[src/rtl/reset_supervisor_pkg.sv]
package reset_supervisor_pkg;

  // strobes from control to datapath
  typedef struct packed {
    logic holdClr;
    logic holdRun;
    logic wdogClr;
    logic graceClr;
    logic graceRun;
  } supCtl_t;

  // status from datapath to control
  typedef struct packed {
    logic tick;
    logic kickEdge;
    logic chipEnSync;
    logic holdDone;
    logic wdogLimit;
    logic graceDone;
  } supStat_t;

endpackage

[src/rtl/rs_sync.sv]
module rs_sync #(
  parameter int STAGES = 2,
  parameter int WIDTH = 1,
  parameter logic [WIDTH-1:0] RST_VAL = '0
) (
  input  logic             clk,
  input  logic             rstN,
  input  logic [WIDTH-1:0] dIn,
  output logic [WIDTH-1:0] qOut
);

  logic [WIDTH-1:0] stage [STAGES];

  for (genvar s = 0; s < STAGES; s++) begin : g_stage
    if (s == 0) begin : g_first
      always_ff @(posedge clk) begin
        if (!rstN) stage[s] <= RST_VAL;
        else       stage[s] <= dIn;
      end
    end else begin : g_next
      always_ff @(posedge clk) begin
        if (!rstN) stage[s] <= RST_VAL;
        else       stage[s] <= stage[s-1];
      end
    end
  end

  assign qOut = stage[STAGES-1];

endmodule

[src/rtl/rs_tick_counter.sv]
module rs_tick_counter #(
  parameter int LIMIT = 8
) (
  input  logic clk,
  input  logic rstN,
  input  logic clr,
  input  logic inc,
  output logic atLast
);

  localparam int CW = (LIMIT < 2) ? 1 : $clog2(LIMIT);
  localparam logic [CW-1:0] LAST = CW'(LIMIT - 1);

  logic [CW-1:0] count;

  always_ff @(posedge clk) begin
    if (!rstN || clr) begin
      count <= '0;
    end else if (inc) begin
      count <= (count == LAST) ? '0 : count + 1'b1;
    end
  end

  assign atLast = (count == LAST);

endmodule

[src/rtl/rs_datapath.sv]
module rs_datapath
  import reset_supervisor_pkg::*;
#(
  parameter int PRESCALE    = 4,
  parameter int HOLD_TICKS  = 8,
  parameter int WDOG_TICKS  = 10,
  parameter int GRACE_TICKS = 5,
  parameter int SYNC_STAGES = 2
) (
  input  logic    clk,
  input  logic    rstN,
  input  logic    kickIn,
  input  logic    chipEnIn,
  input  supCtl_t ctl,
  output supStat_t stat
);

  localparam int PW = (PRESCALE < 2) ? 1 : $clog2(PRESCALE);
  localparam logic [PW-1:0] PLAST = PW'(PRESCALE - 1);

  // tick prescaler; a divide-by-one variant needs no counter
  logic tick;
  if (PRESCALE < 2) begin : g_noPre
    assign tick = 1'b1;
  end else begin : g_pre
    logic [PW-1:0] preCnt;
    always_ff @(posedge clk) begin
      if (!rstN)               preCnt <= '0;
      else if (preCnt == PLAST) preCnt <= '0;
      else                     preCnt <= preCnt + 1'b1;
    end
    assign tick = (preCnt == PLAST);
  end

  // input synchronizers: bit 1 kick (rests 0), bit 0 chip-enable (rests 1)
  logic [1:0] syncOut;
  rs_sync #(
    .STAGES (SYNC_STAGES),
    .WIDTH  (2),
    .RST_VAL(2'b01)
  ) u_sync (
    .clk (clk),
    .rstN(rstN),
    .dIn ({kickIn, chipEnIn}),
    .qOut(syncOut)
  );

  logic kickPrev;
  always_ff @(posedge clk) begin
    if (!rstN) kickPrev <= 1'b0;
    else       kickPrev <= syncOut[1];
  end

  logic holdLast, wdogLast, graceLast;

  rs_tick_counter #(.LIMIT(HOLD_TICKS)) u_hold (
    .clk   (clk),
    .rstN  (rstN),
    .clr   (ctl.holdClr),
    .inc   (ctl.holdRun & tick),
    .atLast(holdLast)
  );

  rs_tick_counter #(.LIMIT(WDOG_TICKS)) u_wdog (
    .clk   (clk),
    .rstN  (rstN),
    .clr   (ctl.wdogClr),
    .inc   (tick),
    .atLast(wdogLast)
  );

  rs_tick_counter #(.LIMIT(GRACE_TICKS)) u_grace (
    .clk   (clk),
    .rstN  (rstN),
    .clr   (ctl.graceClr),
    .inc   (ctl.graceRun & tick),
    .atLast(graceLast)
  );

  always_comb begin
    stat.tick       = tick;
    stat.kickEdge   = syncOut[1] ^ kickPrev;
    stat.chipEnSync = syncOut[0];
    stat.holdDone   = tick & holdLast;
    stat.wdogLimit  = tick & wdogLast;
    stat.graceDone  = tick & graceLast;
  end

endmodule

[src/rtl/rs_control.sv]
module rs_control
  import reset_supervisor_pkg::*;
(
  input  logic     clk,
  input  logic     rstN,
  input  logic     pwrGood,
  input  supStat_t stat,
  output supCtl_t  ctl,
  output logic     resetN,
  output logic     resetHi,
  output logic     wdogFlagN,
  output logic     chipEnOutN
);

  logic rstOut;       // 1 = reset released
  logic flagN;
  logic graceActive;

  logic wdogExpire, assertReq, graceStart, graceEnd;

  always_comb begin
    wdogExpire = rstOut & stat.wdogLimit & ~stat.kickEdge;
    assertReq  = ~pwrGood | wdogExpire;
    graceStart = rstOut & assertReq & ~stat.chipEnSync;
    graceEnd   = graceActive & (stat.chipEnSync | stat.graceDone);

    ctl.holdClr  = rstOut | assertReq;
    ctl.holdRun  = ~rstOut;
    ctl.wdogClr  = ~rstOut | assertReq | stat.kickEdge;
    ctl.graceClr = graceStart | ~graceActive;
    ctl.graceRun = graceActive;
  end

  always_ff @(posedge clk) begin
    if (!rstN) begin
      rstOut      <= 1'b0;
      flagN       <= 1'b1;
      graceActive <= 1'b0;
    end else begin
      if (assertReq)                     rstOut <= 1'b0;
      else if (!rstOut && stat.holdDone) rstOut <= 1'b1;

      if (wdogExpire)         flagN <= 1'b0;
      else if (stat.kickEdge) flagN <= 1'b1;

      if (graceStart)    graceActive <= 1'b1;
      else if (graceEnd) graceActive <= 1'b0;
    end
  end

  assign resetN     = rstOut;
  assign resetHi    = ~rstOut;
  assign wdogFlagN  = flagN;
  assign chipEnOutN = ~(~stat.chipEnSync & (rstOut | graceActive));

endmodule

[src/rtl/reset_supervisor.sv]
module reset_supervisor
  import reset_supervisor_pkg::*;
#(
  parameter int PRESCALE    = 4,
  parameter int HOLD_TICKS  = 8,
  parameter int WDOG_TICKS  = 10,
  parameter int GRACE_TICKS = 5
) (
  input  logic clk,
  input  logic rstN,
  input  logic pwrGood,
  input  logic kickIn,
  input  logic chipEnIn,
  output logic resetN,
  output logic resetHi,
  output logic wdogFlagN,
  output logic chipEnOutN
);

  supCtl_t  dpCtl;
  supStat_t dpStat;

  rs_datapath #(
    .PRESCALE   (PRESCALE),
    .HOLD_TICKS (HOLD_TICKS),
    .WDOG_TICKS (WDOG_TICKS),
    .GRACE_TICKS(GRACE_TICKS),
    .SYNC_STAGES(2)
  ) u_dp (
    .clk     (clk),
    .rstN    (rstN),
    .kickIn  (kickIn),
    .chipEnIn(chipEnIn),
    .ctl     (dpCtl),
    .stat    (dpStat)
  );

  rs_control u_ctl (
    .clk       (clk),
    .rstN      (rstN),
    .pwrGood   (pwrGood),
    .stat      (dpStat),
    .ctl       (dpCtl),
    .resetN    (resetN),
    .resetHi   (resetHi),
    .wdogFlagN (wdogFlagN),
    .chipEnOutN(chipEnOutN)
  );

endmodule

[config.mk]
export PLATFORM = sky130hd
export DESIGN_NAME = reset_supervisor
export DESIGN_NICKNAME = d
export VERILOG_FILES = /design/src/rtl/reset_supervisor_pkg.sv /design/src/rtl/rs_sync.sv /design/src/rtl/rs_tick_counter.sv /design/src/rtl/rs_datapath.sv /design/src/rtl/rs_control.sv /design/src/rtl/reset_supervisor.sv
export SDC_FILE = /design/constraint.sdc
export NUM_CORES = 1
export LEC_CHECK = 0
export BUFFER_PORTS_ARGS = -buffer_cell sky130_fd_sc_hd__buf_2
export CORE_MARGIN = 1.5
export CORE_UTILIZATION = 54
export DETAILED_ROUTE_END_ITERATION = 10
export PLACE_DENSITY = 0.85
export SLEW_MARGIN = 0
export SYNTH_ARGS = -nofsm -noshare
export SYNTH_HDL_FRONTEND = slang
export SYNTH_SLANG_ARGS = --single-unit
[constraint.sdc]
create_clock -name clk -period 1.5 [get_ports clk]
set_input_delay 0.375 -clock clk [delete_from_list [all_inputs] [get_ports clk]]
set_output_delay 0.375 -clock clk [all_outputs]
set_load 0.01 [all_outputs]
Word level (Yosys, flattened, before mapping):

Memories as Yosys holds them, arrays and structs flattened.
Index checks and enable logic that the tools add are counted.

* register bits: 16
* input bits: 5
* bits in read-only memories: 0
* output and inout bits: 4
* latch bits: 0
* word-level logic and storage cells: 66
* memories: 1
* bits in writable memories: 4

Memory list
* u_dp.u_sync.stage: depth 2, bits a word 2, read ports 2, clocked after memory_dff 0, write ports 2, RTL line rs_sync.sv:12 `logic [WIDTH-1:0] stage [STAGES];`

* divide/modulo/power cells: 0
* add/sub/neg operators: 4
* bitwise logic cells: 28
* order comparisons: 0
* shift operators: 0
* eq/ne operators: 4
* multiply operators: 0
* reductions and logical operators: 10
* multiplexer cells: 11

Operators with widths (number)
* AND 1 bit: 11
* bitwise OR 1 bit: 9
* NOT 1 bit: 7
* adder 3 x 1 -> 3 bit (second input constant): 2
* equality test 3 bit (second input constant): 2
* 2-to-1 mux 1 bit: 6
* 2-to-1 mux 3 bit: 2
* adder 4 x 1 -> 4 bit (second input constant): 1
* equality test 4 bit (second input constant): 1
* 2-to-1 mux 2 bit: 2
* 2-to-1 mux 4 bit: 1
* nonzero test 2 bit: 2
* OR reduction 2 bit: 2
* logical OR 1 bit: 3
* adder 2 x 1 -> 2 bit (second input constant): 1
* equality test 2 bit (second input constant): 1
* logical NOT 1 bit: 2
* logical AND 1 bit: 1
* bitwise XOR 1 bit: 1

Longest topological paths before layout:

* depth after elaboration: 9
* depth in mapped cells: 5
* depth with buffers taken out: 5

Modules after synthesis:

From an unflattened synthesis, not the netlist that was laid out.

* cell total of the unflattened synthesis: 97
* area, all modules: 933.4 µm²

By module, submodules not included
* rs_tick_counter (u_dp.u_wdog): instances 1, cells each 21, area each 190.2 µm²
* rs_control: instances 1, cells each 22, area each 165.2 µm²
* rs_tick_counter (u_dp.u_grace): instances 1, cells each 17, area each 163.9 µm²
* rs_datapath: instances 1, cells each 15, area each 161.4 µm²
* rs_tick_counter (u_dp.u_hold): instances 1, cells each 14, area each 147.6 µm²
* rs_sync: instances 1, cells each 8, area each 105.1 µm²

Worst setup path before layout:

OpenSTA, ideal clock, no wires.

* kind: register -> register
* start point: register u_dp.g_pre.preCnt[0]
* end point: register u_ctl.graceActive
* data required time: 1.412 ns
* setup time: 0.088 ns
* stages on the path, launching flop included: 5
* data arrival time: 1.221 ns
* setup slack: 0.190 ns
* period minus slack after synthesis: 1.310 ns
* path through: dfxtp_1 > ha_1 > nand3b_1 > or3_1 > a311oi_2

* cells in the longest elaborated chain, start to end: 8
* elaborated cells on any way between the ends: 12
* classes of those cells: 1 x eq/ne; 1 x mux; 9 x bitwise; 1 x reduce/logical

RTL lines
* from (decl): RTL line rs_datapath.sv:26 `logic [PW-1:0] preCnt;`
* from (signal assigned): RTL line rs_datapath.sv:30 `else preCnt <= preCnt + 1'b1;`
* equality test 2 bit (*): RTL line rs_datapath.sv:32 `assign tick = (preCnt == PLAST);`
* AND 1 bit: RTL line rs_datapath.sv:85 `stat.wdogLimit = tick & wdogLast;`
* AND 1 bit (2 in series): RTL line rs_control.sv:22 `wdogExpire = rstOut & stat.wdogLimit & ~stat.kickEdge;`
* bitwise OR 1 bit: RTL line rs_control.sv:23 `assertReq = ~pwrGood | wdogExpire;`
* AND 1 bit (2 in series): RTL line rs_control.sv:24 `graceStart = rstOut & assertReq & ~stat.chipEnSync;`
* 2-to-1 mux 1 bit / nonzero test 2 bit (equally long branches)
* to (signal assigned): RTL line rs_control.sv:38 `graceActive <= 1'b0;`
* to (signal assigned): RTL line rs_control.sv:46 `if (graceStart) graceActive <= 1'b1;`
* to (signal assigned): RTL line rs_control.sv:47 `else if (graceEnd) graceActive <= 1'b0;`
* to (decl): RTL line rs_control.sv:17 `logic graceActive;`

Mark *: on every way between the ends. The rest lies on a longest branch, timed or not.
A chain may end at the register's enable or synchronous reset.

Worst setup path after layout:

* start point: register u_ctl.rstOut, in the netlist u_ctl.resetN
* end point: output chipEnOutN

* cells in the longest elaborated chain, start to end: 3

RTL lines
* from (decl): RTL line rs_control.sv:15 `logic rstOut;`
* from (signal assigned): RTL line rs_control.sv:36 `rstOut <= 1'b0;`
* from (signal assigned): RTL line rs_control.sv:40 `if (assertReq) rstOut <= 1'b0;`
* from (signal assigned): RTL line rs_control.sv:41 `else if (!rstOut && stat.holdDone) rstOut <= 1'b1;`
* bitwise OR 1 bit: RTL line rs_control.sv:54 `assign chipEnOutN = ~(~stat.chipEnSync & (rstOut | graceActive));`
* AND 1 bit: RTL line rs_control.sv:54
* NOT 1 bit: RTL line rs_control.sv:54
* to (decl): RTL line reset_supervisor.sv:17 `output logic chipEnOutN`

Every way passes these cells.

==> impl_metrics.yaml <==
clocking:
  numCtsBuffers: 3
  hold_buffers: 0
  clkSlewWorstSetupHoldPaths_ps: 110
  clk_latency_ps: 290
  cts_tree: "yes"
  clock-sinks: 20
  cts-root-buf: "clkbuf_4"
  htree_levels: 1
  cts.path.max_buffers: 2
placement:
  place.port_buffers: 8
  routabilityCongestion: 0.7729
  place_hpwl_microns: 1086
  postPlaceCellArea_sq_um: 920.9
routing:
  drt_iter0_markers: 10
  first_pass_iters: 4
  wl_microns: 1477
  ant_nets: 0
  via_per_inst: 5.598
  vias: 655
  route.detailed.drc: 0
  drt-wirelength-per-cell_microns: 12.62
worst_setup_path:
  rr_endpoint: "u_ctl.graceActive"
  cpPeakStageDelay_ps: 340
  crit_path_top_delay_cell: "dfxtp_2"
  path_class: "flop to output pin"
  reg2reg_setup_slack_ps: 80
  startpoint: "u_ctl.resetN"
  crit_path_end_kind: "output pin"
  arrival_ps: 1060
  r2r-start: "u_dp.g_pre.preCnt[0]"
  crit_required_ps: 1120
  r2r_cells: 4
  crit_chain: "buf_4, o21bai_1, buf_2"
  worstPathMaxFanout: 6
  critPathLaunchType: "flop"
grt:
  grt_use_total: 0.1848
  grt_first_pass_wirelength_microns: 2580
  grt_max_degree: 14
  grt.overflow.total: 0
  grt_pass1_vias: 631
  antenna_found_initial: 0
die:
  die_w_microns: 42.64
  die-area_sq_um: 1818
  initial_core_util: 0.5697
  die_y_microns: 42.64
  boundaryPins: 9
  core_sq_um: 1489
  rows: 14
yosys:
  synthArstFlopShare: 0
  syn_area_per_cell_sq_um: 9.751
  synthFlopType: "dfxtp_1"
  syn-num-nets: 97
  synthesis.area_sq_um: 848.3
  synth-seq-cells: 20
  ys_types: 29
  yosysWarnings: 0
  synth_edf_count: 0
  netlist_instances: 87
  yosysSeqAreaShare: 0.4720
finish:
  layout_commonest_cell: "dfxtp_1"
  fin_area_sq_um: 987.2
  nNetsFinal: 112
  antenna_cells: 0
  drive_gt1_frac: 0.1980
  final_cell_mix: "19 x dfxtp_1, 8 x buf_2, 6 x nor3_1"
  syn_to_final_growth_pct: 16.37
timing:
  drv_slew: 0
  final_hold_viol_count: 0
  finalSetupViolCount: 0
  timing.final.crit_share: 0.9569
  slew_headroom: 0.7939
  worstMarginPinSlew_ps: 307.8
  fmax_mhz: 696.7
  period_needed_ps: 1435
  finClkSkew_ps: 1.760
worst_hold_path:
  worstHoldStart: "chipEnIn"
  whs_endpoint: "u_dp.u_sync.stage[0][0]"
  hp-class: "input port to flop"
  min_path_cells: 2
power_and_ir_drop:
  peakVddDrop_mv: 0.7814
  p_leak_nw: 0.3942
  cellPowerDensity_nw_per_um2: 1035
  power_mw: 1.022
run:
  drv_cap: 0
outcome:
  status: "completed"
-- flip-flops by register name (all words and copies together), names as in the netlist --
signal	flops
u_ctl.wdogFlagN	1
u_dp.u_grace.count	3
u_dp.u_sync.stage	4
u_dp.u_hold.count	3
u_dp.u_wdog.count	4
u_dp.kickPrev	1
u_ctl.graceActive	1
u_ctl.resetN	1
u_dp.g_pre.preCnt	2
-- area by class of cell --
class	count	area (sq um)
Clock buffer	3	22.52
Clock inverter	1	30.03
Fill cell	106	501.7
Inverter	4	15.01
Multi-Input combinational cell	61	427.9
Sequential cell	20	401.6
Tap cell	16	20.02
Timing Repair Buffer	12	70.07
-- kinds of logic after synthesis --
group,share of synthesized area
compound gates,0.09440
flops,0.4720
fa+ha+maj,0.07375
xor+xnor,0.03098
mux,0.05900
simple gates,0.2404
buf+inv,0.02948
-- Yosys cell counts, types with 2 or more instances --
library cell / number / area [sq um]
nor3b_1: 2 / 15.01
and2_1: 3 / 18.77
nand2b_1: 3 / 18.77
nor2b_1: 2 / 12.51
a21oi_1: 4 / 20.02
xor2_1: 2 / 17.52
o21ai_0: 3 / 15.01
nand3b_1: 2 / 15.01
mux2i_1: 5 / 50.05
inv_1: 4 / 15.01
nand3_1: 2 / 10.01
dfxtp_1: 20 / 400.4
or3_1: 3 / 18.77
nor3_1: 6 / 30.03
ha_1: 5 / 62.56
nand2_1: 5 / 18.77
nor2_1: 4 / 15.01
-- per-stage QoR --
step | util | setup TNS [ps] | hold WS (ps) | worst slack (ps) | instances
4_1_cts | 0.6538 | 0 | 255.2 | 34.49 | 116
2_1_floorplan | - | 0 | 386.3 | 190.5 | 87
3_5_place_dp | 0.6185 | 0 | 407.1 | 140.5 | 112
6_report | 0.6630 | 0 | 264.2 | 64.65 | 117
3_3_place_gp | 0.6185 | 0 | 396.0 | 207.4 | 112
5_1_grt | 0.6630 | -4.088 | 253.6 | -4.088 | 117
-- worst max path at each step --
stage                              to  slack [ps]  cells past startpoint
floorplan           u_ctl.graceActive         190                      4
global placement    u_ctl.graceActive         210                      4
detailed placement  u_ctl.graceActive         140                      4
CTS                        chipEnOutN          30                      3
global route        u_ctl.graceActive          -4                      4
finish                     chipEnOutN          60                      3
-- metal layers --
metal / wire, microns / track usage
met1: 689 / 0.2310
met5: 0 / 0
met4: 17 / 0.07500
met3: 54 / 0.03879
met2: 716 / 0.3061
-- worst max-delay path: cells and delay by family (launching register included) --
family / cells / cell delay, ps
buffers and inverters: 2 / 300
AO/OA/AOI/OAI: 1 / 130
flip-flops: 1 / 340
-- repair_timing --
action,CTS,global route
setup endpoints to repair,0,2
gates resized for setup,0,2
setup buffers,0,1
-- power by group --
part           total [mW]  internal, mW  switching, mW
logic              0.0446        0.0215         0.0231
clock network       0.427         0.270          0.157
registers           0.551         0.544        0.00632
total                1.02         0.836          0.186
Power figures use the tool's default switching activity.
